===== src/rtl/tc_pkg.sv =====
package tc_pkg;
  typedef enum logic [1:0] {
    TC_IDLE     = 2'd0,
    TC_HIT_RSV  = 2'd1,
    TC_MISS     = 2'd2,
    TC_RSV_FAIL = 2'd3
  } tc_stat_e;
endpackage


===== src/rtl/tc_fifo.sv =====
module tc_fifo #(
  parameter int W     = 8,
  parameter int DEPTH = 4,
  localparam int PW   = $clog2(DEPTH),
  localparam int CW   = $clog2(DEPTH + 1)
) (
  input  logic          clk_i,
  input  logic          rst_ni,
  input  logic          push_i,
  input  logic [W-1:0]  wdata_i,
  input  logic          pop_i,
  output logic [W-1:0]  rdata_o,
  output logic          full_o,
  output logic [CW-1:0] cnt_o,
  output logic [PW-1:0] widx_o,
  output logic [PW-1:0] ridx_o
);
  logic [W-1:0]  mem [DEPTH];
  logic [PW-1:0] wp, rp;
  logic [CW-1:0] cnt;

  function automatic logic [PW-1:0] nxt(input logic [PW-1:0] p);
    return (p == PW'(DEPTH - 1)) ? '0 : p + 1'b1;
  endfunction

  always_ff @(posedge clk_i or negedge rst_ni) begin
    if (!rst_ni) begin
      wp  <= '0;
      rp  <= '0;
      cnt <= '0;
    end else begin
      if (push_i) wp <= nxt(wp);
      if (pop_i)  rp <= nxt(rp);
      cnt <= cnt + CW'(push_i) - CW'(pop_i);
    end
  end

  always_ff @(posedge clk_i) begin
    if (push_i) mem[wp] <= wdata_i;
  end

  assign rdata_o = mem[rp];
  assign full_o  = (cnt == CW'(DEPTH));
  assign cnt_o   = cnt;
  assign widx_o  = wp;
  assign ridx_o  = rp;
endmodule


===== src/rtl/tc_rob.sv =====
module tc_rob #(
  parameter int DEPTH  = 4,
  parameter int LINE_W = 2,
  parameter int ID_W   = 4,
  parameter int BA_W   = 14,
  parameter int TIME_W = 16,
  localparam int PW    = $clog2(DEPTH),
  localparam int CW    = $clog2(DEPTH + 1),
  localparam int EW    = LINE_W + ID_W + BA_W
) (
  input  logic              clk_i,
  input  logic              rst_ni,
  input  logic              push_i,
  input  logic [LINE_W-1:0] push_line_i,
  input  logic [ID_W-1:0]   push_id_i,
  input  logic [BA_W-1:0]   push_baddr_i,
  output logic [PW-1:0]     push_idx_o,
  output logic [CW-1:0]     cnt_o,
  output logic              full_o,
  input  logic              pop_i,
  input  logic              fill_i,
  input  logic [PW-1:0]     fill_idx_i,
  input  logic [TIME_W-1:0] now_i,
  output logic              h_ready_o,
  output logic [LINE_W-1:0] h_line_o,
  output logic [ID_W-1:0]   h_id_o,
  output logic [BA_W-1:0]   h_baddr_o,
  output logic [TIME_W-1:0] h_time_o
);
  logic [EW-1:0]     h_ent;
  logic [PW-1:0]     h_idx;
  logic              rdy [DEPTH];
  logic [TIME_W-1:0] tm  [DEPTH];

  tc_fifo #(.W(EW), .DEPTH(DEPTH)) u_q (
    .clk_i   (clk_i),
    .rst_ni  (rst_ni),
    .push_i  (push_i),
    .wdata_i ({push_line_i, push_id_i, push_baddr_i}),
    .pop_i   (pop_i),
    .rdata_o (h_ent),
    .full_o  (full_o),
    .cnt_o   (cnt_o),
    .widx_o  (push_idx_o),
    .ridx_o  (h_idx)
  );

  for (genvar g = 0; g < DEPTH; g++) begin : g_slot
    always_ff @(posedge clk_i or negedge rst_ni) begin
      if (!rst_ni) begin
        rdy[g] <= 1'b0;
      end else if (push_i && push_idx_o == PW'(g)) begin
        rdy[g] <= 1'b0;
      end else if (fill_i && fill_idx_i == PW'(g)) begin
        rdy[g] <= 1'b1;
      end
    end
    always_ff @(posedge clk_i) begin
      if (fill_i && fill_idx_i == PW'(g)) tm[g] <= now_i;
    end
  end

  assign {h_line_o, h_id_o, h_baddr_o} = h_ent;
  assign h_ready_o = rdy[h_idx];
  assign h_time_o  = tm[h_idx];
endmodule


===== src/rtl/tc_lines.sv =====
module tc_lines #(
  parameter int N_LINES = 4,
  parameter int TAG_W   = 12,
  parameter int BA_W    = 14,
  localparam int IDX_W  = $clog2(N_LINES)
) (
  input  logic             clk_i,
  input  logic             rst_ni,
  input  logic [IDX_W-1:0] lk_idx_i,
  input  logic [TAG_W-1:0] lk_tag_i,
  output logic             lk_hit_o,
  input  logic             alloc_i,
  input  logic             dfill_i,
  input  logic [IDX_W-1:0] dfill_idx_i,
  input  logic [BA_W-1:0]  dfill_baddr_i,
  input  logic [IDX_W-1:0] dq_idx_i,
  output logic             dq_valid_o
);
  // tag side updates at request time, data side at drain time
  logic             tv [N_LINES];
  logic [TAG_W-1:0] tt [N_LINES];
  logic             dv [N_LINES];
  logic [BA_W-1:0]  db [N_LINES];

  for (genvar g = 0; g < N_LINES; g++) begin : g_line
    always_ff @(posedge clk_i or negedge rst_ni) begin
      if (!rst_ni) begin
        tv[g] <= 1'b0;
        dv[g] <= 1'b0;
      end else begin
        if (alloc_i && lk_idx_i == IDX_W'(g))    tv[g] <= 1'b1;
        if (dfill_i && dfill_idx_i == IDX_W'(g)) dv[g] <= 1'b1;
      end
    end
    always_ff @(posedge clk_i) begin
      if (alloc_i && lk_idx_i == IDX_W'(g))    tt[g] <= lk_tag_i;
      if (dfill_i && dfill_idx_i == IDX_W'(g)) db[g] <= dfill_baddr_i;
    end
  end

  logic [BA_W-1:0] db_unused;
  assign db_unused  = db[dq_idx_i];
  assign lk_hit_o   = tv[lk_idx_i] && (tt[lk_idx_i] == lk_tag_i);
  assign dq_valid_o = dv[dq_idx_i];
endmodule


===== src/rtl/tex_cache.sv =====
module tex_cache
  import tc_pkg::*;
#(
  parameter int ADDR_W     = 16,
  parameter int LINE_BYTES = 4,
  parameter int N_LINES    = 4,
  parameter int ID_W       = 4,
  parameter int SIZE_W     = 2,
  parameter int FRAG_DEPTH = 8,
  parameter int REQ_DEPTH  = 4,
  parameter int ROB_DEPTH  = 4,
  parameter int RES_DEPTH  = 2,
  parameter int TIME_W     = 16
) (
  input  logic                                  clk_i,
  input  logic                                  rst_ni,
  input  logic                                  req_valid_i,
  input  logic [ADDR_W-1:0]                     req_addr_i,
  input  logic [ID_W-1:0]                       req_id_i,
  input  logic [SIZE_W-1:0]                     req_size_i,
  output logic [1:0]                            req_stat_o,
  output logic                                  mreq_valid_o,
  input  logic                                  mreq_ready_i,
  output logic [ADDR_W-$clog2(LINE_BYTES)-1:0]  mreq_baddr_o,
  output logic [$clog2(ROB_DEPTH)-1:0]          mreq_rob_o,
  input  logic                                  fill_valid_i,
  input  logic [$clog2(ROB_DEPTH)-1:0]          fill_rob_i,
  output logic                                  res_valid_o,
  input  logic                                  res_pop_i,
  output logic [ID_W-1:0]                       res_id_o,
  output logic [SIZE_W-1:0]                     res_size_o,
  output logic                                  res_miss_o,
  output logic [TIME_W-1:0]                     res_time_o,
  output logic                                  err_o
);
  localparam int OFF_W  = $clog2(LINE_BYTES);
  localparam int IDX_W  = $clog2(N_LINES);
  localparam int BA_W   = ADDR_W - OFF_W;
  localparam int TAG_W  = BA_W - IDX_W;
  localparam int ROB_W  = $clog2(ROB_DEPTH);
  localparam int FRAG_W = ID_W + IDX_W + 1 + SIZE_W;
  localparam int RQ_W   = BA_W + ROB_W;
  localparam int RES_W  = ID_W + SIZE_W + 1 + TIME_W;
  localparam int FC_W   = $clog2(FRAG_DEPTH + 1);
  localparam int QC_W   = $clog2(REQ_DEPTH + 1);
  localparam int RC_W   = $clog2(ROB_DEPTH + 1);
  localparam int SC_W   = $clog2(RES_DEPTH + 1);

  logic [OFF_W-1:0] off_unused;
  logic [BA_W-1:0]  req_baddr;
  logic [IDX_W-1:0] req_idx;
  logic [TAG_W-1:0] req_tag;
  assign off_unused = req_addr_i[OFF_W-1:0];
  assign req_baddr  = req_addr_i[ADDR_W-1:OFF_W];
  assign req_idx    = req_baddr[IDX_W-1:0];
  assign req_tag    = req_baddr[BA_W-1:IDX_W];

  logic [TIME_W-1:0] now_q;
  always_ff @(posedge clk_i or negedge rst_ni) begin
    if (!rst_ni) now_q <= '0;
    else         now_q <= now_q + 1'b1;
  end

  // fragment queue
  logic [FRAG_W-1:0] frag_rdata;
  logic [FC_W-1:0]   frag_cnt;
  logic              frag_full, frag_nonempty, drain;
  logic [$clog2(FRAG_DEPTH)-1:0] frag_widx_unused, frag_ridx_unused;
  logic [ID_W-1:0]   f_id;
  logic [IDX_W-1:0]  f_line;
  logic              f_miss;
  logic [SIZE_W-1:0] f_size;

  // memory request queue
  logic [RQ_W-1:0]  rq_rdata;
  logic [QC_W-1:0]  rq_cnt;
  logic             rq_full, rq_pop;
  logic [$clog2(REQ_DEPTH)-1:0] rq_widx_unused, rq_ridx_unused;

  // reorder buffer
  logic [ROB_W-1:0]  rob_idx;
  logic [RC_W-1:0]   rob_cnt;
  logic              rob_full, rob_pop, rob_h_ready;
  logic [IDX_W-1:0]  rob_h_line;
  logic [ID_W-1:0]   rob_h_id;
  logic [BA_W-1:0]   rob_h_baddr;
  logic [TIME_W-1:0] rob_h_time;

  // result queue
  logic [RES_W-1:0] res_rdata;
  logic [SC_W-1:0]  res_cnt;
  logic             res_full, res_pop;
  logic [$clog2(RES_DEPTH)-1:0] res_widx_unused, res_ridx_unused;

  logic     lk_hit, blocked, acc, acc_miss, dq_valid, drain_ok, head_mismatch;
  tc_stat_e stat;

  assign blocked  = frag_full || rq_full || rob_full;
  assign acc      = req_valid_i && !blocked;
  assign acc_miss = acc && !lk_hit;

  always_comb begin
    if (!req_valid_i)  stat = TC_IDLE;
    else if (blocked)  stat = TC_RSV_FAIL;
    else if (lk_hit)   stat = TC_HIT_RSV;
    else               stat = TC_MISS;
  end
  assign req_stat_o = stat;

  tc_lines #(.N_LINES(N_LINES), .TAG_W(TAG_W), .BA_W(BA_W)) u_lines (
    .clk_i         (clk_i),
    .rst_ni        (rst_ni),
    .lk_idx_i      (req_idx),
    .lk_tag_i      (req_tag),
    .lk_hit_o      (lk_hit),
    .alloc_i       (acc_miss),
    .dfill_i       (rob_pop),
    .dfill_idx_i   (f_line),
    .dfill_baddr_i (rob_h_baddr),
    .dq_idx_i      (f_line),
    .dq_valid_o    (dq_valid)
  );

  tc_fifo #(.W(FRAG_W), .DEPTH(FRAG_DEPTH)) u_frag (
    .clk_i   (clk_i),
    .rst_ni  (rst_ni),
    .push_i  (acc),
    .wdata_i ({req_id_i, req_idx, !lk_hit, req_size_i}),
    .pop_i   (drain),
    .rdata_o (frag_rdata),
    .full_o  (frag_full),
    .cnt_o   (frag_cnt),
    .widx_o  (frag_widx_unused),
    .ridx_o  (frag_ridx_unused)
  );
  assign {f_id, f_line, f_miss, f_size} = frag_rdata;
  assign frag_nonempty = (frag_cnt != '0);

  tc_fifo #(.W(RQ_W), .DEPTH(REQ_DEPTH)) u_rq (
    .clk_i   (clk_i),
    .rst_ni  (rst_ni),
    .push_i  (acc_miss),
    .wdata_i ({req_baddr, rob_idx}),
    .pop_i   (rq_pop),
    .rdata_o (rq_rdata),
    .full_o  (rq_full),
    .cnt_o   (rq_cnt),
    .widx_o  (rq_widx_unused),
    .ridx_o  (rq_ridx_unused)
  );
  assign mreq_valid_o = (rq_cnt != '0);
  assign rq_pop       = mreq_valid_o && mreq_ready_i;
  assign {mreq_baddr_o, mreq_rob_o} = rq_rdata;

  tc_rob #(
    .DEPTH(ROB_DEPTH), .LINE_W(IDX_W), .ID_W(ID_W), .BA_W(BA_W), .TIME_W(TIME_W)
  ) u_rob (
    .clk_i        (clk_i),
    .rst_ni       (rst_ni),
    .push_i       (acc_miss),
    .push_line_i  (req_idx),
    .push_id_i    (req_id_i),
    .push_baddr_i (req_baddr),
    .push_idx_o   (rob_idx),
    .cnt_o        (rob_cnt),
    .full_o       (rob_full),
    .pop_i        (rob_pop),
    .fill_i       (fill_valid_i),
    .fill_idx_i   (fill_rob_i),
    .now_i        (now_q),
    .h_ready_o    (rob_h_ready),
    .h_line_o     (rob_h_line),
    .h_id_o       (rob_h_id),
    .h_baddr_o    (rob_h_baddr),
    .h_time_o     (rob_h_time)
  );

  // drain head fragment in order; misses wait on the reorder-buffer head
  assign drain_ok = frag_nonempty && !res_full;
  assign drain    = drain_ok && (!f_miss || ((rob_cnt != '0) && rob_h_ready));
  assign rob_pop  = drain && f_miss;

  assign head_mismatch = f_miss
    ? ((rob_cnt == '0) || (rob_h_id != f_id) || (rob_h_line != f_line))
    : !dq_valid;
  assign err_o = frag_nonempty && head_mismatch;

  tc_fifo #(.W(RES_W), .DEPTH(RES_DEPTH)) u_res (
    .clk_i   (clk_i),
    .rst_ni  (rst_ni),
    .push_i  (drain),
    .wdata_i ({f_id, f_size, f_miss, (f_miss ? rob_h_time : TIME_W'(0))}),
    .pop_i   (res_pop),
    .rdata_o (res_rdata),
    .full_o  (res_full),
    .cnt_o   (res_cnt),
    .widx_o  (res_widx_unused),
    .ridx_o  (res_ridx_unused)
  );
  assign res_valid_o = (res_cnt != '0);
  assign res_pop     = res_valid_o && res_pop_i;
  assign {res_id_o, res_size_o, res_miss_o, res_time_o} = res_rdata;
endmodule


===== config.mk =====
export PLATFORM = sky130hd
export DESIGN_NAME = tex_cache
export DESIGN_NICKNAME = d
export VERILOG_FILES = /design/src/rtl/tc_pkg.sv /design/src/rtl/tc_fifo.sv /design/src/rtl/tc_rob.sv /design/src/rtl/tc_lines.sv /design/src/rtl/tex_cache.sv
export SDC_FILE = /design/constraint.sdc
export NUM_CORES = 1
export LEC_CHECK = 0
export BUFFER_PORTS_ARGS = -buffer_cell sky130_fd_sc_hd__clkbuf_2
export CAP_MARGIN = 20
export CORE_MARGIN = 2
export CORE_UTILIZATION = 30
export DETAILED_ROUTE_END_ITERATION = 12
export GPL_ROUTABILITY_DRIVEN = 0
export PLACE_DENSITY_LB_ADDON = 0.15
export REMOVE_ABC_BUFFERS = 1
export SYNTH_ARGS = -nofsm -noshare
export SYNTH_HDL_FRONTEND = slang
export SYNTH_SLANG_ARGS = --single-unit
export TNS_END_PERCENT = 100

===== constraint.sdc =====
create_clock -name clk_i -period 3.4 [get_ports clk_i]
set_input_delay 0.51 -clock clk_i [delete_from_list [all_inputs] [get_ports clk_i]]
set_output_delay 0.51 -clock clk_i [all_outputs]
set_load 0.01 [all_outputs]

Yosys cells after proc, flatten, opt, wreduce, memory -nomap -nowiden

Memories as Yosys holds them, arrays and structs flattened.
Index checks and enable logic that the tools add are counted.

Flip-flop bits (word level): 56
Bits in writable memories: 374
Input port bits: 30
Output and inout port bits: 44
Logic and storage cells: 203
Memories: 6

$add $sub $neg: 17
Magnitude comparators: 3
Equality and inequality tests: 24
Mux-type cells: 70
Bitwise logic cells: 3
Reductions and logical operators: 55

Memory list:

| name          | words | bits a word | rd ports | clocked after memory_dff | wr ports | RTL line       | text |
|---|---|---|---|---|---|---|---|
| u_rob.u_q.mem | 4     | 20          | 1        | 0                        | 1        | tc_fifo.sv:18  | `logic [W-1:0] mem [DEPTH];` |
| u_frag.mem    | 8     | 9           | 1        | 0                        | 1        | tc_fifo.sv:18  |  |
| u_rob.tm      | 4     | 16          | 1        | 0                        | 1        | tc_rob.sv:33   | `logic [TIME_W-1:0] tm [DEPTH];` |
| u_rq.mem      | 4     | 16          | 1        | 0                        | 1        | tc_fifo.sv:18  |  |
| u_lines.tt    | 4     | 12          | 1        | 0                        | 1        | tc_lines.sv:21 | `logic [TAG_W-1:0] tt [N_LINES];` |
| u_res.mem     | 2     | 23          | 1        | 0                        | 1        | tc_fifo.sv:18  |  |

Operator list:

| cell                                                            | count |
|---|---|
| 16-bit two-way mux                                              | 4 |
| 16-bit OR reduction                                             | 3 |
| 1-bit two-way mux                                               | 45 |
| 12-bit two-way mux                                              | 3 |
| 12-bit OR reduction                                             | 3 |
| 1-bit logical AND                                               | 26 |
| 2-bit two-way mux                                               | 13 |
| 2-bit == test, second input constant                            | 12 |
| 16-bit by 1-bit adder with 16-bit output, second input constant | 1 |
| 12-bit == test                                                  | 1 |
| 3-bit == test, second input constant                            | 4 |
| 2-bit nonzero test                                              | 5 |
| 3-bit greater-or-equal comparator, second input constant        | 3 |
| 2-bit inverter with 3-bit output                                | 3 |
| 2-bit by 1-bit adder with 2-bit output, second input constant   | 4 |
| 2-bit by 1-bit == test with 1-bit output, second input constant | 4 |
| 2-bit zero test                                                 | 4 |
| 3-bit by 1-bit adder with 3-bit output                          | 2 |
| 3-bit by 1-bit adder with 3-bit output, second input constant   | 2 |
| 1-bit binary-select mux with 2-bit select                       | 3 |
| 3-bit two-way mux                                               | 2 |
| 3-bit nonzero test                                              | 2 |
| 3-bit by 1-bit subtractor with 3-bit output                     | 2 |
| 1-bit zero test                                                 | 5 |
| 11 further kinds                                                | 16 |

Logic depth before layout (Yosys ltp)

Word-level depth: 14
Depth in mapped cells: 15
Depth with buffers taken out: 12

Hierarchy

Synthesis repeated with hierarchy kept, for this count alone.

Cell total of the unflattened synthesis: 847
Area, all modules: 17169.0 µm²

Modules (own cells, without submodules):

| module              | times used | cells each | area each (µm²) | seq. area each (µm²) |
|---|---|---|---|---|
| tc_fifo (u_frag)    | 1          | 179        | 3295.7          | 2412.3 |
| tc_fifo (u_rob.u_q) | 1          | 139        | 3295.7          | 2577.5 |
| tc_fifo (u_rq)      | 1          | 119        | 2756.4          | 2097.0 |
| tc_rob              | 1          | 100        | 2552.4          | 2021.9 |
| tc_lines            | 1          | 124        | 2339.7          | 1641.6 |
| tc_fifo (u_res)     | 1          | 86         | 1955.6          | 1481.4 |
| tex_cache           | 1          | 100        | 973.4           | 400.4 |

Least setup slack after synthesis

OpenSTA, ideal clock, no wires.

Path kind: flip-flop to flip-flop
From: register u_frag.rp[0] (netlist: u_frag.ridx_o[0])
To: memory u_res.mem[0][0] in the netlist's numbering, enable pin
Library setup time: 0.405 ns
Arrival time: 2.936 ns
Required time: 2.995 ns
Path slack: 0.059 ns
Cell stages (with the launch flop): 9
Buffers on the path: 3
Period minus slack after synthesis: 3.341 ns
Cells stage by stage: dfrtp_1 -> buf_2 -> mux4_2 -> mux2i_1 -> buf_2 -> a21oi_1 -> nor2b_1 -> buf_2 -> nor2b_1

Longest elaborated chain between the ends: 6

RTL lines:

| item                                    | RTL line         | text |
|---|---|---|
| start, declared                         | tc_fifo.sv:19    | `logic [PW-1:0] wp, rp;` |
| start signal, assigned                  | tc_fifo.sv:33    | `if (pop_i) rp <= nxt(rp);` |
| memory read 8 x 9 bit                   | n/a              |  |
| 1-bit zero test                         | tex_cache.sv:180 | `assign drain = drain_ok && (!f_miss \|\| ((rob_cnt != '0) && rob_h_ready));` |
| 1-bit logical OR                        | tex_cache.sv:180 |  |
| 1-bit logical AND                       | tex_cache.sv:180 |  |
| 1-bit two-way mux                       | tc_fifo.sv:39    | `if (push_i) mem[wp] <= wdata_i;` |
| 1-bit two-way mux (not written as such) | tc_fifo.sv:39    |  |
| end, declared                           | tc_fifo.sv:18    |  |

No other way between the ends.

Worst setup path in the final report

From: register u_frag.rp[0] (netlist: u_frag.ridx_o[0])
To: output port err_o

Longest elaborated chain between the ends: 8
Elaborated cells between the ends (all ways): 12
Classes of those cells: 2 x eq/ne; 4 x mux; 1 x bitwise; 4 x reduce/logical; 1 x memory

RTL lines:

| item                                                   | RTL line         | text |
|---|---|---|
| memory read 8 x 9 bit *                                | n/a              |  |
| 2-bit inverter with 3-bit output (not written as such) | tc_lines.sv:44   | `assign dq_valid_o = dv[dq_idx_i];` |
| 1-bit binary-select mux with 2-bit select              | tc_lines.sv:44   |  |
| 1-bit two-way mux (not written as such) (2 in a row)   | tc_lines.sv:44   |  |
| 1-bit zero test                                        | tex_cache.sv:185 | `: !dq_valid;` |
| 1-bit two-way mux *                                    | tex_cache.sv:184 | `? ((rob_cnt == '0) \|\| (rob_h_id != f_id) \|\| (rob_h_line != f_line))` |
| 1-bit logical AND *                                    | tex_cache.sv:186 | `assign err_o = frag_nonempty && head_mismatch;` |
| end, declared                                          | tex_cache.sv:34  | `output logic err_o` |

Mark *: on every way between the ends. The rest lies on a longest branch, timed or not. The select of a mux whose other input is x is not followed.

==> summary.md <==
| Metric | Value |
|---|---|
| Status | `finished, final reports clean` |
| Req. time, crit path | `2890 ps` |
| Clk Latency, worst-skew pair | `570 ps` |
| Synth Flop Type | `edfxtp_1` |
| Placed Cells | `1529` |
| Filler cells | `4589` |
| Hold path cells | `1` |
| Post-synth ARST share | `14.97%` |
| Final HPWL DP | `18.58 mm` |
| CP Launch Type | `flop` |
| DR pass1 iterations | `4` |
| DR vias | `~7k` |
| Register-to-Register Setup Slack | `420 ps` |
| Switching share of power | `30.22%` |
| Final Hold Viols | `0` |
| Starting density of the core | `30.35%` |
| Clock transition at path regs | `approximately 50 ps` |
| Clk pwr share | `between 20% and 30%` |
| Die height | `226.5 µm` |
| Worst Hold Class | `in2reg` |
| Internal power | `11.03 mW` |
| I/O pins | `74` |
| CTS Root Cell | `clkbuf_16` |
| Combinational share of power | `30.2%` |
| Maximum number of pins on one net before global-route repair | `33` |
| Clk_skew | `21.30 ps` |
| RR Startpoint | `u_frag.ridx_o[0]` |
| Remaining DRCs | `0` |
| Sw power | `4.777 mW` |
| P_leak | `roughly 6.5 nW` |
| Util after Layout | `36.43%` |
| DR vias/cell | `roughly 4.4` |
| Area of the multi-input gates | `about 0.0037 mm²` |
| Fin cells | `1613` |
| Final setup margin | `slightly below 70 ps` |
| Post-synth top area cell | `edfxtp_1` |
| Clk buf depth | `3` |
| Critical path capture point type | `output pin` |
| Post-synth EDFFs | `~320` |
| Fmax | `~300 MHz` |
| Min-Delay Endpoint | `u_frag.mem[7][1]` |
| Tot GR Track Use | `12.12%` |
| Slew headroom | `37.94%` |
| Htree depth | `2` |
| Die X | `226.5 µm` |
| Setup_tns | `0 ps` |
| Hold_sp | `req_size_i[1]` |
| Max Transition Viols Final | `0` |
| Layout Nets | `976` |
| Routed length per instance | `between 15 and 20 µm` |
| Kind of critical path | `reg2out` |
| MaxCap Viol Count | `0` |
| First-pass GRT wire length | `between 40 and 50 mm` |
| TritonCTS buffer count | `43` |
| Pwr Density | `between 800 and 900 mW/mm²` |
| Crit-path max FO | `6` |
| Worst slew pin tran | `between 900 and 1000 ps` |
| Minimum clock period | `roughly 3300 ps` |
| Synth-to-layout area growth | `20.05%` |
| Initial antenna violation count | `0` |
| PortBufs | `between 70 and 80` |
| Synth Instances | `773` |
| Routed Antenna Nets | `0` |
| TritonCTS Sinks | `roughly 370` |
| Peak VDD IR | `about 420 µV` |
| Hold Slack | `242.3 ps` |
| Ys Warns | `0` |
| Final period util | `97.99%` |
| Final Setup Violations | `0` |
| WL final | `29.72 mm` |
| Number of global-route vias before repair | `7623` |
| Overall Power | `15.81 mW` |
| Netlist Area Pre-Place | `0.01486 mm²` |
| RSZ-0062 raised after global routing | `yes` |
| Synth top area share | `between 60% and 70%` |
| Share of cells above drive strength 1 | `30.66%` |
| Seq. cell area | `0.01095 mm²` |
| Flop pwr share | `between 40% and 50%` |
| Post-layout instance area | `around 0.018 mm²` |
| Post-DP Area | `0.01638 mm²` |
| Core area | `roughly 0.05 mm²` |
| Initial DRC count | `285` |
| Final antenna diode count | `0` |
| Yosys reg bits | `374` |
| Mean post-synth cell area | `between 15 and 20 µm²` |
| Worst Path Arrival | `2820 ps` |
| Synth area leaders | `edfxtp_1 (64%), mux4_2 (9.6%), dfrtp_1 (9.4%)` |
| Sequential fraction of the synthesis area | `73.71%` |
| Reg2Reg Depth | `12` |
| Synth unique cells | `46` |
| Cell row count | `81` |
| CTS tree | `done` |
| RR Endpoint | `u_rob.u_q.cnt_o[2]` |
| GRT overflow | `0` |
| Die ar. | `0.05131 mm²` |
| Pre-CTS setup slack | `~70 ps` |
[worst max-delay path by stage]
stage,end,startpoint,cells past startpoint
6_report,err_o,u_frag.ridx_o[0],8
5_1_grt,err_o,u_frag.ridx_o[0],8
4_1_cts,err_o,u_frag.ridx_o[0],8
3_5_place_dp,u_rq.cnt_o[2],req_addr_i[2],10
3_3_place_gp,u_rq.cnt_o[2],req_addr_i[2],10
2_1_floorplan,u_res.mem[0][0],u_frag.ridx_o[0],5
[area by class of cell]
cell class | instances | area share [%]
clock buffers | 56 | 6.588
clock inverters | 22 | 1.059
inverters | 32 | 0.6735
multi-input cells | 338 | 20.59
flip-flops and latches | 374 | 61.43
well taps | 664 | 4.659
repair buffers | 127 | 5.002
[power groups by stage]
| stage | registers [mW] | logic [mW] | clock network, mW |
|---|---|---|---|
| after global placement | 6.68 | 4.76 | 0 |
| final | 6.59 | 4.77 | 4.45 |
| after detailed placement | 6.70 | 4.78 | 0 |
| after global routing | 6.70 | 5.36 | 4.80 |
| after floorplan | 6.76 | 2.72 | 0 |
| after CTS | 6.60 | 4.95 | 4.62 |
[flip-flops by register name, summed over array words and instances (netlist names), 16 cells and up]
| name | count |
|---|---|
| u_rob.tm | 64 |
| u_res.mem | 46 |
| u_lines.tt | 48 |
| u_frag.mem | 72 |
| now_q | 16 |
| u_rob.u_q.mem | 24 |
| u_rq.mem | 64 |
[repair_timing]
action / CTS / global route
endpoints found under the hold margin: 27 / 0
setup endpoints to repair: 1 / 2
buffers inserted: 5 / 0
gates resized for setup: 9 / 3
pin swaps: 1 / 0
hold buffers: 1 / 0
[synth_stat cells (2+ instances only)]
library cell  instances
o211ai_1              2
inv_1                32
mux2_2               29
a31o_1                6
nor3_1                7
mux2i_1              15
nor2_1               22
fa_1                  3
xor2_1               24
nor2b_1              19
buf_6                 4
o21bai_1              2
a211oi_1              2
xnor2_1              25
mux2_1                9
ha_1                 27
nand2_1              21
dfrtp_1              56
or3_1                 2
a21o_1                2
edfxtp_1            318
o21ai_0               3
nand3_1               9
and2_1                4
buf_2                 7
and3_1               17
mux4_2               63
a21oi_1               5
clkbuf_1             16
nand2b_1              4
nand4_1               3
[worst max-delay path: stages (launching register included)]
cell and delay (ps):
dfrtp_2 390, buf_12 130, mux4_2 490, mux2i_1 150
buf_4 150, mux4_2 500, a211oi_2 200, buf_4 160
buf_8 90
[cells in the final DEF, fill, tap and decap left out, types with 6 or more instances in the layout]
master	instances
buf_12	8
xnor2_1	24
clkbuf_2	70
clkbuf_16	43
nand2_1	21
nor2b_1	18
clkbuf_1	8
mux2_2	26
inv_1	32
mux2i_1	14
a31o_1	6
dfrtp_1	53
edfxtp_1	318
and3_1	17
nor3_1	7
clkinv_1	9
xor2_1	24
buf_4	46
ha_1	27
clkinv_2	6
mux2_1	9
nor2_1	22
mux4_2	63
nand3_1	9
[logic make-up after synthesis]
logic type	after synthesis	share of synthesized area (%)
buffers and inverters	61	1.828
flip-flops	374	73.71
XOR/XNOR	49	2.889
AND/OR/NAND/NOR	112	3.925
AO/OA/AOI/OAI	31	1.524
multiplexers	116	13.44
adder cells (fa/ha/maj)	30	2.678
[layer usage]
| metal | GRT usage [%] | routed length [µm] |
|---|---|---|
| met5 | 0 | 0 |
| met1 | 15.88 | 13190 |
| met4 | 3.969 | 641 |
| met3 | 2.929 | 1459 |
| met2 | 19.81 | 14420 |
Note: power is estimated with default switching activity, not from simulation.
